### src/rtl/fuse_seq_pkg.sv
package fuse_seq_pkg;

    localparam int PG_W  = 12;
    localparam int RLX_W = 4;
    localparam int RD_W  = 6;
    localparam int TIM_W = PG_W + RLX_W + RD_W;

    typedef struct packed {
        logic [RD_W-1:0]  rd_len;
        logic [RLX_W-1:0] relax;
        logic [PG_W-1:0]  pg_len;
    } fuse_timing_t;

    typedef enum logic [3:0] {
        ST_IDLE,
        ST_RD_RELAX,
        ST_RD_STROBE,
        ST_BIT_EVAL,
        ST_PG_PRE,
        ST_PG_STROBE,
        ST_PG_POST,
        ST_SETTLE,
        ST_RL_RELAX,
        ST_RL_STROBE,
        ST_RL_WRITE
    } seq_state_e;

    // A strobe field of zero still yields a one-cycle strobe.
    function automatic int unsigned strobe_cycles(input int unsigned field);
        return (field == 0) ? 1 : field;
    endfunction

    // Relax count is added to a one-cycle base phase.
    function automatic int unsigned relax_cycles(input int unsigned field);
        return field + 1;
    endfunction

endpackage

### src/rtl/fuse_phase_timer.sv
module fuse_phase_timer #(
    parameter int CNT_W = 16
) (
    input  logic             clk,
    input  logic             rst,
    input  logic             load,
    input  logic [CNT_W-1:0] len,
    output logic             done
);
    logic [CNT_W-1:0] cnt;

    always_ff @(posedge clk) begin
        if (rst) begin
            cnt <= '0;
        end else if (load) begin
            cnt <= len - CNT_W'(1);
        end else if (cnt != '0) begin
            cnt <= cnt - CNT_W'(1);
        end
    end

    assign done = (cnt == '0);

    // every phase loaded must be at least one cycle long
    a_r5_len_nonzero: assert property (@(posedge clk) disable iff (rst)
        load |-> (len != '0));

endmodule

### src/rtl/fuse_cell_array.sv
module fuse_cell_array #(
    parameter  int N_WORDS = 16,
    parameter  int WORD_W  = 32,
    localparam int ADDR_W  = (N_WORDS > 1) ? $clog2(N_WORDS) : 1,
    localparam int BIT_W   = $clog2(WORD_W)
) (
    input  logic              clk,
    input  logic              rst,
    input  logic [ADDR_W-1:0] rd_addr,
    output logic [WORD_W-1:0] rd_word,
    input  logic              blow,
    input  logic [ADDR_W-1:0] blow_addr,
    input  logic [BIT_W-1:0]  blow_bit
);
    logic [WORD_W-1:0] cells [N_WORDS];

    for (genvar w = 0; w < N_WORDS; w++) begin : g_word
        always_ff @(posedge clk) begin
            if (rst) begin
                cells[w] <= '0;
            end else if (blow && (blow_addr == ADDR_W'(w))) begin
                cells[w][blow_bit] <= 1'b1;
            end
        end
    end

    assign rd_word = cells[rd_addr];

    // a bit is never strobed once it is already blown
    a_r3_no_reblow: assert property (@(posedge clk) disable iff (rst)
        blow |-> !cells[blow_addr][blow_bit]);

    // a blown bit is set in the cycle after the strobe completes
    a_r8_bit_set: assert property (@(posedge clk) disable iff (rst)
        blow |=> cells[$past(blow_addr)][$past(blow_bit)]);

endmodule

### src/rtl/fuse_bit_shifter.sv
module fuse_bit_shifter #(
    parameter  int WORD_W = 32,
    localparam int BIT_W  = $clog2(WORD_W)
) (
    input  logic              clk,
    input  logic              rst,
    input  logic              latch,
    input  logic [WORD_W-1:0] data_i,
    input  logic              capture,
    input  logic [WORD_W-1:0] fuse_word,
    input  logic              advance,
    output logic              cur_bit,
    output logic [BIT_W-1:0]  bit_idx,
    output logic              last_bit
);
    logic [WORD_W-1:0] data_q;
    logic [WORD_W-1:0] sh;

    always_ff @(posedge clk) begin
        if (rst) begin
            data_q  <= '0;
            sh      <= '0;
            bit_idx <= '0;
        end else begin
            if (latch) begin
                data_q <= data_i;
            end
            if (capture) begin
                sh      <= data_q & ~fuse_word;
                bit_idx <= '0;
            end else if (advance) begin
                sh      <= sh >> 1;
                bit_idx <= bit_idx + BIT_W'(1);
            end
        end
    end

    assign cur_bit  = sh[0];
    assign last_bit = (bit_idx == BIT_W'(WORD_W - 1));

    // the captured word has no overlap with already blown bits
    a_r3_masked: assert property (@(posedge clk) disable iff (rst)
        capture |=> ((sh & $past(fuse_word)) == '0));

    // shifting fills from the top with zeros
    a_r4_zero_fill: assert property (@(posedge clk) disable iff (rst)
        (advance && !capture) |=> (sh[WORD_W-1] == 1'b0));

endmodule

### src/rtl/fuse_seq_ctrl.sv
module fuse_seq_ctrl
    import fuse_seq_pkg::*;
#(
    parameter  int N_WORDS    = 16,
    parameter  int SETTLE_CYC = 200,
    parameter  int CNT_W      = 16,
    localparam int ADDR_W     = (N_WORDS > 1) ? $clog2(N_WORDS) : 1
) (
    input  logic              clk,
    input  logic              rst,
    input  logic              start_i,
    input  logic              reload_i,
    input  logic [ADDR_W-1:0] addr_i,
    input  logic [TIM_W-1:0]  timing_i,
    input  logic              tmr_done,
    output logic              tmr_load,
    output logic [CNT_W-1:0]  tmr_len,
    input  logic              cur_bit,
    input  logic              last_bit,
    output logic              sh_latch,
    output logic              sh_capture,
    output logic              sh_advance,
    output logic              blow,
    output logic [ADDR_W-1:0] arr_addr,
    output logic              busy,
    output logic              rd_strobe,
    output logic              pg_strobe,
    output logic              shad_we
);
    seq_state_e        state, nxt;
    fuse_timing_t      tin, tm_q;
    logic [ADDR_W-1:0] addr_q;
    logic [ADDR_W-1:0] widx;
    logic              take_pg, take_rl, widx_inc;
    logic [CNT_W-1:0]  rlx_in, rlx_n, rd_n, pg_n, settle_n;
    logic              last_word;

    assign tin       = timing_i;
    assign rlx_in    = CNT_W'(relax_cycles(32'(tin.relax)));
    assign rlx_n     = CNT_W'(relax_cycles(32'(tm_q.relax)));
    assign rd_n      = CNT_W'(strobe_cycles(32'(tm_q.rd_len)));
    assign pg_n      = CNT_W'(strobe_cycles(32'(tm_q.pg_len)));
    assign settle_n  = CNT_W'(SETTLE_CYC);
    assign last_word = (widx == ADDR_W'(N_WORDS - 1));

    always_comb begin
        nxt        = state;
        tmr_load   = 1'b0;
        tmr_len    = rlx_n;
        sh_capture = 1'b0;
        sh_advance = 1'b0;
        blow       = 1'b0;
        take_pg    = 1'b0;
        take_rl    = 1'b0;
        widx_inc   = 1'b0;
        unique case (state)
            ST_IDLE: begin
                if (start_i) begin
                    take_pg  = 1'b1;
                    nxt      = ST_RD_RELAX;
                    tmr_load = 1'b1;
                    tmr_len  = rlx_in;
                end else if (reload_i) begin
                    take_rl  = 1'b1;
                    nxt      = ST_RL_RELAX;
                    tmr_load = 1'b1;
                    tmr_len  = rlx_in;
                end
            end
            ST_RD_RELAX: if (tmr_done) begin
                nxt      = ST_RD_STROBE;
                tmr_load = 1'b1;
                tmr_len  = rd_n;
            end
            ST_RD_STROBE: if (tmr_done) begin
                sh_capture = 1'b1;
                nxt        = ST_BIT_EVAL;
            end
            ST_BIT_EVAL: begin
                if (cur_bit) begin
                    nxt      = ST_PG_PRE;
                    tmr_load = 1'b1;
                    tmr_len  = rlx_n;
                end else begin
                    sh_advance = 1'b1;
                    if (last_bit) begin
                        nxt      = ST_SETTLE;
                        tmr_load = 1'b1;
                        tmr_len  = settle_n;
                    end
                end
            end
            ST_PG_PRE: if (tmr_done) begin
                nxt      = ST_PG_STROBE;
                tmr_load = 1'b1;
                tmr_len  = pg_n;
            end
            ST_PG_STROBE: if (tmr_done) begin
                blow     = 1'b1;
                nxt      = ST_PG_POST;
                tmr_load = 1'b1;
                tmr_len  = rlx_n;
            end
            ST_PG_POST: if (tmr_done) begin
                sh_advance = 1'b1;
                if (last_bit) begin
                    nxt      = ST_SETTLE;
                    tmr_load = 1'b1;
                    tmr_len  = settle_n;
                end else begin
                    nxt = ST_BIT_EVAL;
                end
            end
            ST_SETTLE: if (tmr_done) begin
                nxt = ST_IDLE;
            end
            ST_RL_RELAX: if (tmr_done) begin
                nxt      = ST_RL_STROBE;
                tmr_load = 1'b1;
                tmr_len  = rd_n;
            end
            ST_RL_STROBE: if (tmr_done) begin
                nxt = ST_RL_WRITE;
            end
            ST_RL_WRITE: begin
                if (last_word) begin
                    nxt = ST_IDLE;
                end else begin
                    widx_inc = 1'b1;
                    nxt      = ST_RL_RELAX;
                    tmr_load = 1'b1;
                    tmr_len  = rlx_n;
                end
            end
            default: nxt = ST_IDLE;
        endcase
    end

    always_ff @(posedge clk) begin
        if (rst) begin
            state  <= ST_IDLE;
            addr_q <= '0;
            tm_q   <= '0;
            widx   <= '0;
        end else begin
            state <= nxt;
            if (take_pg) begin
                addr_q <= addr_i;
                tm_q   <= tin;
            end
            if (take_rl) begin
                tm_q <= tin;
                widx <= '0;
            end else if (widx_inc) begin
                widx <= widx + ADDR_W'(1);
            end
        end
    end

    assign sh_latch  = take_pg;
    assign arr_addr  = (state == ST_RL_RELAX || state == ST_RL_STROBE ||
                        state == ST_RL_WRITE) ? widx : addr_q;
    assign busy      = (state != ST_IDLE);
    assign rd_strobe = (state == ST_RD_STROBE) || (state == ST_RL_STROBE);
    assign pg_strobe = (state == ST_PG_STROBE);
    assign shad_we   = (state == ST_RL_WRITE);

    // requests made while busy leave the latched address alone
    a_r10_start_ignored: assert property (@(posedge clk) disable iff (rst)
        (state != ST_IDLE && start_i) |=> $stable(addr_q));

    // a program strobe only happens on a bit the shifter reports as 1
    a_r4_strobe_has_bit: assert property (@(posedge clk) disable iff (rst)
        (state == ST_PG_STROBE) |-> cur_bit);

    // shadow update of the last word ends the reload
    a_r9_reload_ends: assert property (@(posedge clk) disable iff (rst)
        (state == ST_RL_WRITE && last_word) |=> (state == ST_IDLE));

endmodule

### src/rtl/fuse_burn_seq.sv
module fuse_burn_seq
    import fuse_seq_pkg::*;
#(
    parameter  int N_WORDS    = 16,
    parameter  int WORD_W     = 32,
    parameter  int SETTLE_CYC = 200,
    parameter  int CNT_W      = 16,
    localparam int ADDR_W     = (N_WORDS > 1) ? $clog2(N_WORDS) : 1,
    localparam int BIT_W      = $clog2(WORD_W)
) (
    input  logic              clk,
    input  logic              rst,
    input  logic              start_i,
    input  logic              reload_i,
    input  logic [ADDR_W-1:0] addr_i,
    input  logic [WORD_W-1:0] data_i,
    input  logic [TIM_W-1:0]  timing_i,
    output logic              busy_o,
    output logic              fuse_rd_strobe_o,
    output logic              fuse_pg_strobe_o,
    output logic [ADDR_W-1:0] fuse_addr_o,
    output logic [BIT_W-1:0]  fuse_bit_o,
    output logic              shad_we_o,
    output logic [ADDR_W-1:0] shad_addr_o,
    output logic [WORD_W-1:0] shad_data_o
);
    logic              tmr_load, tmr_done;
    logic [CNT_W-1:0]  tmr_len;
    logic              cur_bit, last_bit;
    logic              sh_latch, sh_capture, sh_advance;
    logic              blow;
    logic [ADDR_W-1:0] arr_addr;
    logic [WORD_W-1:0] rd_word;
    logic [BIT_W-1:0]  bit_idx;

    fuse_seq_ctrl #(
        .N_WORDS   (N_WORDS),
        .SETTLE_CYC(SETTLE_CYC),
        .CNT_W     (CNT_W)
    ) u_ctrl (
        .clk       (clk),
        .rst       (rst),
        .start_i   (start_i),
        .reload_i  (reload_i),
        .addr_i    (addr_i),
        .timing_i  (timing_i),
        .tmr_done  (tmr_done),
        .tmr_load  (tmr_load),
        .tmr_len   (tmr_len),
        .cur_bit   (cur_bit),
        .last_bit  (last_bit),
        .sh_latch  (sh_latch),
        .sh_capture(sh_capture),
        .sh_advance(sh_advance),
        .blow      (blow),
        .arr_addr  (arr_addr),
        .busy      (busy_o),
        .rd_strobe (fuse_rd_strobe_o),
        .pg_strobe (fuse_pg_strobe_o),
        .shad_we   (shad_we_o)
    );

    fuse_phase_timer #(.CNT_W(CNT_W)) u_timer (
        .clk (clk),
        .rst (rst),
        .load(tmr_load),
        .len (tmr_len),
        .done(tmr_done)
    );

    fuse_bit_shifter #(.WORD_W(WORD_W)) u_shift (
        .clk      (clk),
        .rst      (rst),
        .latch    (sh_latch),
        .data_i   (data_i),
        .capture  (sh_capture),
        .fuse_word(rd_word),
        .advance  (sh_advance),
        .cur_bit  (cur_bit),
        .bit_idx  (bit_idx),
        .last_bit (last_bit)
    );

    fuse_cell_array #(
        .N_WORDS(N_WORDS),
        .WORD_W (WORD_W)
    ) u_array (
        .clk      (clk),
        .rst      (rst),
        .rd_addr  (arr_addr),
        .rd_word  (rd_word),
        .blow     (blow),
        .blow_addr(arr_addr),
        .blow_bit (bit_idx)
    );

    assign fuse_addr_o = arr_addr;
    assign fuse_bit_o  = bit_idx;
    assign shad_addr_o = arr_addr;
    assign shad_data_o = rd_word;

endmodule

### config.mk
export PLATFORM = sky130hd
export DESIGN_NAME = fuse_burn_seq
export DESIGN_NICKNAME = d
export VERILOG_FILES = /design/src/rtl/fuse_seq_pkg.sv /design/src/rtl/fuse_phase_timer.sv /design/src/rtl/fuse_cell_array.sv /design/src/rtl/fuse_bit_shifter.sv /design/src/rtl/fuse_seq_ctrl.sv /design/src/rtl/fuse_burn_seq.sv
export SDC_FILE = /design/constraint.sdc
export NUM_CORES = 1
export LEC_CHECK = 0
export BUFFER_PORTS_ARGS = -buffer_cell sky130_fd_sc_hd__buf_2
export CORE_ASPECT_RATIO = 2
export CORE_MARGIN = 3
export CORE_UTILIZATION = 45
export DETAILED_ROUTE_END_ITERATION = 10
export SLEW_MARGIN = 20
export SYNTH_ARGS = -nofsm -noshare
export SYNTH_HDL_FRONTEND = slang
export SYNTH_HIERARCHICAL = 1
export SYNTH_SLANG_ARGS = --single-unit
export TNS_END_PERCENT = 20
### constraint.sdc
create_clock -name clk -period 3.6 [get_ports clk]
set_input_delay 0.54 -clock clk [delete_from_list [all_inputs] [get_ports clk]]
set_output_delay 0.54 -clock clk [all_outputs]
set_load 0.05 [all_outputs]
=== After elaboration in Yosys (flattened, before gate mapping) ===
Memories as Yosys holds them, arrays and structs flattened.
Index checks and enable logic that the tools add are counted.

* Flip-flop bits (word level): 119
* Output and inout port bits: 49
* Memory bits (writable): 512
* Bits of input ports: 62
* Word-level logic and storage cells: 1218
* Memories: 1

{| class="wikitable"
|+ Memories
! name !! depth !! width !! read ports !! clocked after Yosys merged registers in !! write ports !! RTL line !! RTL
|-
| u_array.cells || 16 || 32 || 1 || 0 || 16 || fuse_cell_array.sv:15 || <nowiki>logic [WORD_W-1:0] cells [N_WORDS];</nowiki>
|}

* Bitwise logic cells: 514
* Eq/ne operators: 37
* Reductions and logical operators: 35
* Magnitude comparators: 2
* Multiplexer cells: 613
* Add/sub/neg operators: 6

{| class="wikitable"
|+ Operators by type and width
! operator !! count
|-
| $mux W32 || 18
|-
| $mux W1 || 562
|-
| $or A1 B1 Y1 || 512
|-
| $mux W16 || 9
|-
| $pmux W16 S5 || 1
|-
| $mux W4 || 14
|-
| $eq A4 B4 Y1 const B || 12
|-
| $mux W22 || 2
|-
| $pmux W4 S11 || 1
|-
| $and A32 B32 Y32 || 1
|-
| $eq A4 B3 Y1 const B || 8
|-
| $not A32 Y32 || 1
|-
| $sub A16 B1 Y16 const B || 2
|-
| $logic_and A1 B1 Y1 || 17
|-
| $eq A4 B2 Y1 const B || 4
|-
| $logic_not A16 Y1 || 1
|-
| $reduce_bool A16 Y1 || 1
|-
| $ne A2 B2 Y1 const B || 7
|-
| $logic_not A12 Y1 || 1
|-
| $mux W12 || 1
|-
| $add A4 B1 Y5 const B || 2
|-
| $reduce_and A10 Y1 || 1
|-
| $eq A4 B1 Y1 const B || 2
|-
| $logic_not A4 Y1 || 2
|-
| 19 further kinds || 25
|}

=== Depth between registers and ports, before layout ===
Gate-level depths: netlist of run 1.

* Depth in word-level cells: 10
* Depth in mapped cells: 16
* Mapped depth without buffers: 13

=== By module ===
The synthesis of run 1 kept the hierarchy.

{| class="wikitable"
|+ By module, submodules not included
! module !! seq. area each (um^2) !! cells each !! instances !! area an instance (um^2)
|-
| fuse_cell_array || 15054.4 || 2129 || 1 || 25852.3
|-
| fuse_bit_shifter || 1381.3 || 302 || 1 || 3265.6
|-
| fuse_seq_ctrl || 680.7 || 296 || 1 || 2175.8
|-
| fuse_phase_timer || 320.3 || 125 || 1 || 1069.8
|-
| fuse_burn_seq || 0.0 || 4 || 1 || 30.0
|}

=== Worst setup path after synthesis of run 1 ===
No wires, ideal clock.

* Kind: register -> register
* From: reg u_shift.bit_idx[0]
* To: reg u_timer.cnt[10]
* Buffers on the path: 3
* Required time: 3.529 ns
* Period minus slack after synthesis: 3.782 ns
* Stages on the path, launching flop included: 17
* Library setup time: 0.071 ns
* Arrival: 3.712 ns
* Setup slack: -0.182 ns
* Cells stage by stage: dfxtp_1 ha_1 and3_1 ha_1 nor2b_1 a2bb2oi_1 o21ai_0 nand2_1 nand4_1 buf_2 buf_4 buf_2 mux2i_1 ha_1 and3_1 or4b_1 a21oi_1

* Elaborated cells on any way between the ends: 12
* Those cells by class: add/sub (1); eq/ne (1); mux (9); reduce/logical (1)

{| class="wikitable"
|+ RTL lines
! what !! RTL line !! RTL
|-
| start, declared || fuse_bit_shifter.sv:13 || <nowiki>output logic [BIT_W-1:0] bit_idx,</nowiki>
|-
| start signal, assigned || fuse_bit_shifter.sv:33 || <nowiki>bit_idx <= bit_idx + BIT_W'(1);</nowiki>
|-
| $eq A5 B5 Y1 (*) || fuse_bit_shifter.sv:39 || <nowiki>assign last_bit = (bit_idx == BIT_W'(WORD_W - 1));</nowiki>
|-
| via last_bit || fuse_burn_seq.sv:29 || <nowiki>logic cur_bit, last_bit;</nowiki>
|-
| $mux W1 (*) || fuse_seq_ctrl.sv:86, fuse_seq_ctrl.sv:106 ||
|-
| $mux W1 (on tied branches) || fuse_seq_ctrl.sv:104, fuse_seq_ctrl.sv:80 ||
|-
| $pmux W1 S5 (*) || fuse_seq_ctrl.sv:56 || <nowiki>unique case (state)</nowiki>
|-
| via tmr_load || fuse_burn_seq.sv:27 || <nowiki>logic tmr_load, tmr_done;</nowiki>
|-
| $mux W16 / $reduce_bool A2 Y1 (equally long branches) || n/a ||
|-
| end signal, assigned || fuse_phase_timer.sv:16 || <nowiki>cnt <= len - CNT_W'(1);</nowiki>
|-
| end signal, assigned || fuse_phase_timer.sv:18 || <nowiki>cnt <= cnt - CNT_W'(1);</nowiki>
|-
| end, declared || fuse_phase_timer.sv:10 || <nowiki>logic [CNT_W-1:0] cnt;</nowiki>
|}

The timed path passes the listed nets; every way through them passes the cells marked *.
A chain may end at the register's enable or synchronous reset.

=== Worst setup path after layout of run 1 ===
* From: reg u_ctrl.state[1]
* To: out shad_data_o[21]

* Cells in the longest elaborated chain, start to end: 5
* Elaborated cells on any way between the ends: 7
* Those cells by class: eq/ne (3); mux (1); reduce/logical (2); memory (1)

{| class="wikitable"
|+ RTL lines
! what !! RTL line !! RTL
|-
| start, declared || fuse_seq_ctrl.sv:30 || <nowiki>seq_state_e state, nxt;</nowiki>
|-
| start signal, assigned || fuse_seq_ctrl.sv:146 || <nowiki>state <= nxt;</nowiki>
|-
| $eq A4 B4 Y1 || fuse_seq_ctrl.sv:161 || <nowiki>assign arr_addr = (state == ST_RL_RELAX || state == ST_RL_STROBE ||</nowiki>
|-
| $logic_or A1 B1 Y1 || fuse_seq_ctrl.sv:161 ||
|-
| $logic_or A1 B1 Y1 (*) || fuse_seq_ctrl.sv:161 ||
|-
| $mux W4 (*) || fuse_seq_ctrl.sv:162 || <nowiki>state == ST_RL_WRITE) ? widx : addr_q;</nowiki>
|-
| $mem_v2 Z16 W32 (*) || n/a ||
|-
| end, declared || fuse_burn_seq.sv:25 || <nowiki>output logic [WORD_W-1:0] shad_data_o</nowiki>
|}

Every way passes the cells marked *; elsewhere a longest branch is shown, timed or not.

==> results.json, run 1 <==
{
  "clk_latency_ns": 0.62,
  "cp_max_fo": 7,
  "dp_hpwl_microns": 53800,
  "grt_busiest_layer": "met2",
  "path_cells": "a211oi_2 -> buf_4 -> buf_12 -> mux2_8 -> buf_16 -> buf_6 -> mux4_2 -> a22oi_2 -> nand2_2 -> buf_8",
  "final_cell_mix": "554 x nor2_1, 481 x o21bai_1, 480 x edfxtp_1",
  "netlist_instances": 2856,
  "post-synth-top-area-cell": "edfxtp_1",
  "layout-drive-gt1-share_pct": 24.0,
  "crit_required_ns": 3.06,
  "slowest_delay_ns": 0.45,
  "cts_buffer_depth": 3,
  "grt_pass1_vias": 22900,
  "wl_per_cell_microns": 23.4,
  "yosysSeqAreaShare_pct": 53.8,
  "wirelength_microns": 89100,
  "drc": 0,
  "die_w_microns": 196,
  "grt_use_met1_pct": 25.9,
  "p_per_area_nw_per_um2": 580,
  "ys_warn_count": 6,
  "synth_cell_type_count": 78,
  "cts-buffers-inserted": 56,
  "synthTopCellsByArea": "edfxtp_1 44%, o21bai_1 11%, dfxtp_1 9.3%",
  "grt_max_degree": 219,
  "setup_viol": 27,
  "die_h_microns": 385,
  "grt_pass1_wl_microns": 134000,
  "violations": "setup timing",
  "drt-vias-per-instance": 5.89,
  "final.setup.worst_slack_ns": -0.165,
  "worstMarginPinSlew_ns": 1.07,
  "timing.hold.ws_ns": 0.157,
  "port_buffers": 110,
  "gp_congestion": 0.851,
  "fmax_mhz": 266,
  "stdcell_count": 3799,
  "arrival_ns": 3.22,
  "area_growth_pct": 14.4,
  "grtUsageTotal_pct": 23.1,
  "slew_viol_final": 0,
  "drtIter0Drc": 1911,
  "synth_area_sq_um": 32400,
  "synth_top_area_share_pct": 44.5,
  "synth-main-ff-cell": "edfxtp_1",
  "antennaDiodeCount": 0,
  "synth_edf_count": 480,
  "hold_viol": 0,
  "first_pass_iters": 5,
  "status": "complete, but fails checks",
  "grt_overflow": 0,
  "critPathLaunchType": "flip-flop",
  "antenna_found_initial": 1,
  "num_rows": 138,
  "period_needed_ns": 3.76,
  "power.leakage_nw": 12.0,
  "rsz0062_at_grt": "yes",
  "io_pins": 111,
  "nNetsFinal": 2910,
  "slew_headroom_pct": 28.6,
  "worstSetupPathType": "flip-flop to output pin",
  "crit_path_end_kind": "output pin",
  "met2_usage_pct": 43.9,
  "fp.dieArea_sq_um": 75400,
  "cts_tree": "yes",
  "max_cap_viol_count": 0,
  "core_region_area_sq_um": 71000,
  "min_period_over_period_pct": 105,
  "ys_async_sr_fraction_pct": 0,
  "hold_class": "primary input to flip-flop",
  "synth_seq_cells": 631,
  "ir_worst_vdd_uv": 663,
  "grtUsageMet3_pct": 2.63,
  "num_vias": 22400,
  "dp.cells": 3652,
  "start_util_pct": 45.6,
  "drt.antenna.violating_nets": 0,
  "clock-sinks": 631,
  "r2r_setup_slack_ns": 0.19,
  "fin_skew_ns": 0.0181,
  "ctsRootBufferMaster": "clkbuf_16",
  "crit_slowest_cell": "mux2_8",
  "clk_pin_slew_ns": 0.07,
  "cts_max_level": 2,
  "syn_area_per_cell_sq_um": 11.3,
  "layout_commonest_cell": "nor2_1"
}
cell usage after synthesis, types with 12 or more instances:
cell	n
inv_1	42
a211oi_2	52
mux4_2	128
buf_1	12
o21ai_0	15
nand3_1	13
edfxtp_1	480
buf_2	58
clkbuf_1	249
mux2i_1	45
nor2_1	556
buf_4	24
a22oi_1	67
dfxtp_1	151
a21oi_1	47
nor2b_1	46
nand2b_1	34
o22ai_1	34
nand2_1	141
nor3_1	17
a211oi_1	13
o21bai_1	481
mux2_2	13
state kept, by name, summed over array words and instances (netlist names):
| name | cells |
|---|---|
| u_array/cells | 512 |
| u_ctrl/addr_q | 4 |
| u_ctrl/state | 4 |
| u_ctrl/tm_q | 22 |
| u_ctrl/widx | 4 |
| u_shift/bit_idx | 5 |
| u_shift/data_q | 32 |
| u_shift/sh | 32 |
| u_timer/cnt | 16 |
layout make-up:
type                       instances  area [sq um]
fill                            6075         33900
multi-input combinational       1835         13700
clock buffer                      72          1510
sequential                       631         17400
inverter                          43           161
clock inverter                    33           479
timing repair buffer             275          2590
tap                              910          1140
stage by stage:
| step | power [mW] | util, % | area (sq um) | setup TNS, ns | worst slack [ns] |
|---|---|---|---|---|---|
| after detailed placement | 14.3 | 47.7 | 33900 | 0 | 0.0925 |
| after floorplan | 12.6 | - | 32400 | 0 | 0.0448 |
| after CTS | 21.3 | 51.4 | 36500 | -4.01 | -0.246 |
| final | 21.5 | 52.2 | 37000 | -2.16 | -0.165 |
| after global placement | 14.2 | 47.7 | 33900 | 0 | 0.0639 |
| after global routing | 22.3 | 52.2 | 37000 | -4.10 | -0.210 |
per-layer routing:
metal / part of all wire, % / wire length, microns
met3: 5.3 / 4750
met4: 4.1 / 3690
met2: 55 / 48700
met1: 36 / 31900
met5: 0 / 0
logic make-up (layout without fill, tap and decap cells):
logic type                 count (synthesis)  count (layout)  synth area share (%)
other                                      1               4                0.0116
and+or+nand+nor                          878             879                  11.9
DFF                                      631             631                  53.8
adders and majority gates                  6               6                 0.232
muxes                                    186             188                  10.7
AOI/OAI and AO/OA                        743             743                  17.5
buffers and inverters                    396             423                  5.40
xor gates and xnor gates                  15              15                 0.406
timing repair:
action / CTS / global route
hold buffers: 0 / 0
setup buffers: 5 / 27
gates cloned: 7 / 5
pin swaps: 27 / 40
resized for setup: 110 / 76
setup endpoints to repair: 32 / 148
worst max-delay path, delay by kind of cell (launching register included):
kind	cells	cell delay, ns
AOI/OAI and AO/OA	2	0.43
and+or+nand+nor	1	0.14
DFF	1	0.33
muxes	2	0.88
buffers and inverters	5	0.78
where the power goes:
part	internal [mW]	leakage, nW	switching, mW
combinational	2.62	4.84	3.71
clock	3.84	0.982	2.77
sequential	8.25	6.19	0.282
worst paths after layout:
| path | start | cells after the start | endpoint |
|---|---|---|---|
| hold reg to reg | u_array/cells[8][8] | 2 | u_array/cells[8][8] |
| setup reg to reg | u_timer/cnt[4] | 13 | u_timer/cnt[10] |
| setup / recovery | u_ctrl/state[1] | 10 | shad_data_o[21] |
| hold / removal | data_i[18] | 3 | u_shift/data_q[18] |
Note: power is estimated with default switching activity, not from simulation.
==> run 2: changes to the inputs <==
--- a/config.mk
+++ b/config.mk
@@ -5,11 +5,15 @@
 export SDC_FILE = /design/constraint.sdc
 export NUM_CORES = 1
 export LEC_CHECK = 0
+export ABC_AREA = 0
 export BUFFER_PORTS_ARGS = -buffer_cell sky130_fd_sc_hd__buf_2
+export CELL_PAD_IN_SITES_DETAIL_PLACEMENT = 1
+export CELL_PAD_IN_SITES_GLOBAL_PLACEMENT = 2
 export CORE_ASPECT_RATIO = 2
 export CORE_MARGIN = 3
-export CORE_UTILIZATION = 45
+export CORE_UTILIZATION = 39
 export DETAILED_ROUTE_END_ITERATION = 10
+export PLACE_DENSITY_LB_ADDON = 0.1
 export SLEW_MARGIN = 20
 export SYNTH_ARGS = -nofsm -noshare
 export SYNTH_HDL_FRONTEND = slang
==> constraint.sdc (replaced) <==
create_clock -name clk -period 3.3 [get_ports clk]
set_input_delay 0.495 -clock clk [delete_from_list [all_inputs] [get_ports clk]]
set_output_delay 0.495 -clock clk [all_outputs]
set_load 0.05 [all_outputs]
==> run 2 against run 1 <==
  * The run still ends with setup timing left
  * Worst hold slack worse by 0.074 ns
  * Register-to-register slack worse by 0.16 ns
  * Cell count up 5.4%
  * Clock skew is 0.0026 ns higher
  * Clock-buffer cell count rose by 6
  * First-iteration DRC count is 25% lower
  * Highest routed layer unchanged
==> results.json, run 2 (synthesis gave the netlist of run 1 again) <==
{
  "status": "complete, but fails checks",
  "violations": "setup timing",
  "crit_required_ns": 2.80,
  "fin_skew_ns": 0.0207,
  "swShare_pct": 32.3,
  "cts_tree": "yes",
  "cp_max_fo": 8,
  "startpoint": "u_ctrl/state[3]",
  "p_comb_share_pct": 31.4,
  "p_per_area_nw_per_um2": 630,
  "worstSetupPathType": "flip-flop to output pin",
  "cts_max_level": 2,
  "die_h_microns": 414,
  "grt_max_degree": 152,
  "power_switching_mw": 7.70,
  "layout_commonest_cell": "nor2_1",
  "slew_headroom_pct": 34.1,
  "num_vias": 22600,
  "fin_tns_setup_ns": -11.75,
  "grt_pass1_vias": 24200,
  "drt.antenna.violating_nets": 0,
  "r2r_start": "u_timer/cnt[10]",
  "cts-buffers-inserted": 60,
  "port_buffers": 110,
  "drc": 0,
  "nNetsFinal": 2971,
  "clk_latency_ns": 0.65,
  "dpl_cell_area_sq_um": 34800,
  "slew_viol_final": 0,
  "critPathLaunchType": "flip-flop",
  "largest_register": "u_array/cells",
  "ctsRootBufferMaster": "clkbuf_16",
  "crit_path_end_kind": "output pin",
  "clk_pin_slew_ns": 0.07,
  "largest_register_ff_count": 512,
  "crit_buf_inv": 5,
  "slowest_delay_ns": 0.45,
  "area_growth_pct": 16.8,
  "p_int_mw": 16.1,
  "dp_hpwl_microns": 61100,
  "clock-sinks": 631,
  "cp.depth": 10,
  "total_power_mw": 23.8,
  "gp_congestion": 0.850,
  "drtIter0Drc": 1434,
  "antennaDiodeCount": 0,
  "dp.cells": 3854,
  "num-fill-cells": 8603,
  "start_util_pct": 39.6,
  "min_from": "data_i[16]",
  "first_pass_iters": 5,
  "fp.dieArea_sq_um": 86800,
  "power.leakage_nw": 12.3,
  "pwr-share-seq_pct": 39.0,
  "final_cell_mix": "553 x nor2_1, 481 x o21bai_1, 480 x edfxtp_1",
  "final_area_sq_um": 37800,
  "cp_top_family": "multiplexers",
  "hold_class": "primary input to flip-flop",
  "num_rows": 148,
  "final.setup.worst_slack_ns": -0.463,
  "grtUsageTotal_pct": 22.3,
  "hold_path_end": "u_shift/data_q[16]",
  "arrival_ns": 3.27,
  "ir_worst_vdd_uv": 408,
  "hold_viol": 0,
  "setup_viol": 32,
  "antenna_found_initial": 4,
  "reg.largest.list": "u_array/cells (512), u_shift/data_q (32), u_shift/sh (32)",
  "io_pins": 111,
  "cts_hold_repair.buffers": 0,
  "cts_buffer_depth": 3,
  "path_cells": "inv_2 -> a211oi_4 -> buf_4 -> mux2_8 -> buf_12 -> mux4_2 -> a22oi_2 -> buf_6 -> nand2_8 -> buf_8",
  "reg2reg_depth": 14,
  "power_frac_clock_pct": 29.6,
  "grt_pass1_wl_microns": 147000,
  "pre_cts_ws_ns": -0.258,
  "rr_endpoint": "u_timer/cnt[13]",
  "period_needed_ns": 3.76,
  "drt-vias-per-instance": 5.63,
  "grt_overflow": 0,
  "layout-drive-gt1-share_pct": 26.0,
  "timing.hold.ws_ns": 0.0831,
  "rsz0062_at_grt": "yes",
  "die_w_microns": 210,
  "max_cap_viol_count": 0,
  "wirelength_microns": 97500,
  "r2r_setup_slack_ns": 0.03,
  "worstMarginPinSlew_ns": 0.986,
  "crit_slowest_cell": "mux4_2",
  "min_period_over_period_pct": 114,
  "utilization_pct": 46.2,
  "core_region_area_sq_um": 81800,
  "stdcell_count": 4005,
  "hold_path_depth": 3,
  "wl_per_cell_microns": 24.3,
  "fmax_mhz": 266
}
[run 2: cell types whose count changed in the layout (fill, tap and decap cells not counted), sizes merged]
cell      change
buf          +61
nor2b         -1
bufinv        -6
clkinv        +8
mux2          -1
clkinvlp      +1
clkbuf        +4
[run 2: layout make-up]
cell class	instances	area (sq um)	area share, %
Clock buffer	78	1600	4.23
Sequential cell	631	17500	46.1
Timing Repair Buffer	334	3130	8.26
Clock inverter	36	353	0.932
Inverter	43	161	0.426
Multi-Input combinational cell	1833	13800	36.6
Tap cell	1050	1310	3.47
[run 2: worst max-delay path by stage]
| stage | end |
|---|---|
| global placement | u_timer/cnt[10] |
| detailed placement | u_timer/cnt[13] |
| finish | shad_data_o[3] |
| CTS | shad_data_o[3] |
| floorplan | u_shift/sh[24] |
| global route | shad_data_o[1] |
[run 2: layer usage]
metal  global-route usage [%]  wire length (microns)
met5                        0                      0
met2                     43.2                  54200
met4                     7.57                   3250
met3                     2.14                   3150
met1                     25.2                  36900
[run 2: repair_timing]
item / in CTS / in global routing
setup endpoints to repair: 422 / 121
pin swaps: 34 / 39
gates resized for setup: 123 / 78
endpoints found under the hold margin: 0 / 0
cloned: 5 / 3
buffers inserted: 27 / 6
[run 2: power groups by stage]
stage | Clock (mW) | Sequential, mW | Combinational, mW
2_1_floorplan | 0 | 9.35 | 4.48
3_3_place_gp | 0 | 9.43 | 6.56
3_5_place_dp | 0 | 9.46 | 6.68
4_1_cts | 7.29 | 9.31 | 7.29
5_1_grt | 7.54 | 9.35 | 8.02
6_report | 7.05 | 9.31 | 7.49
[run 2: tightest hold or removal path: stages]
cell     delay, ns
buf_2         0.07
mux2i_1       0.05
nor2_1        0.07
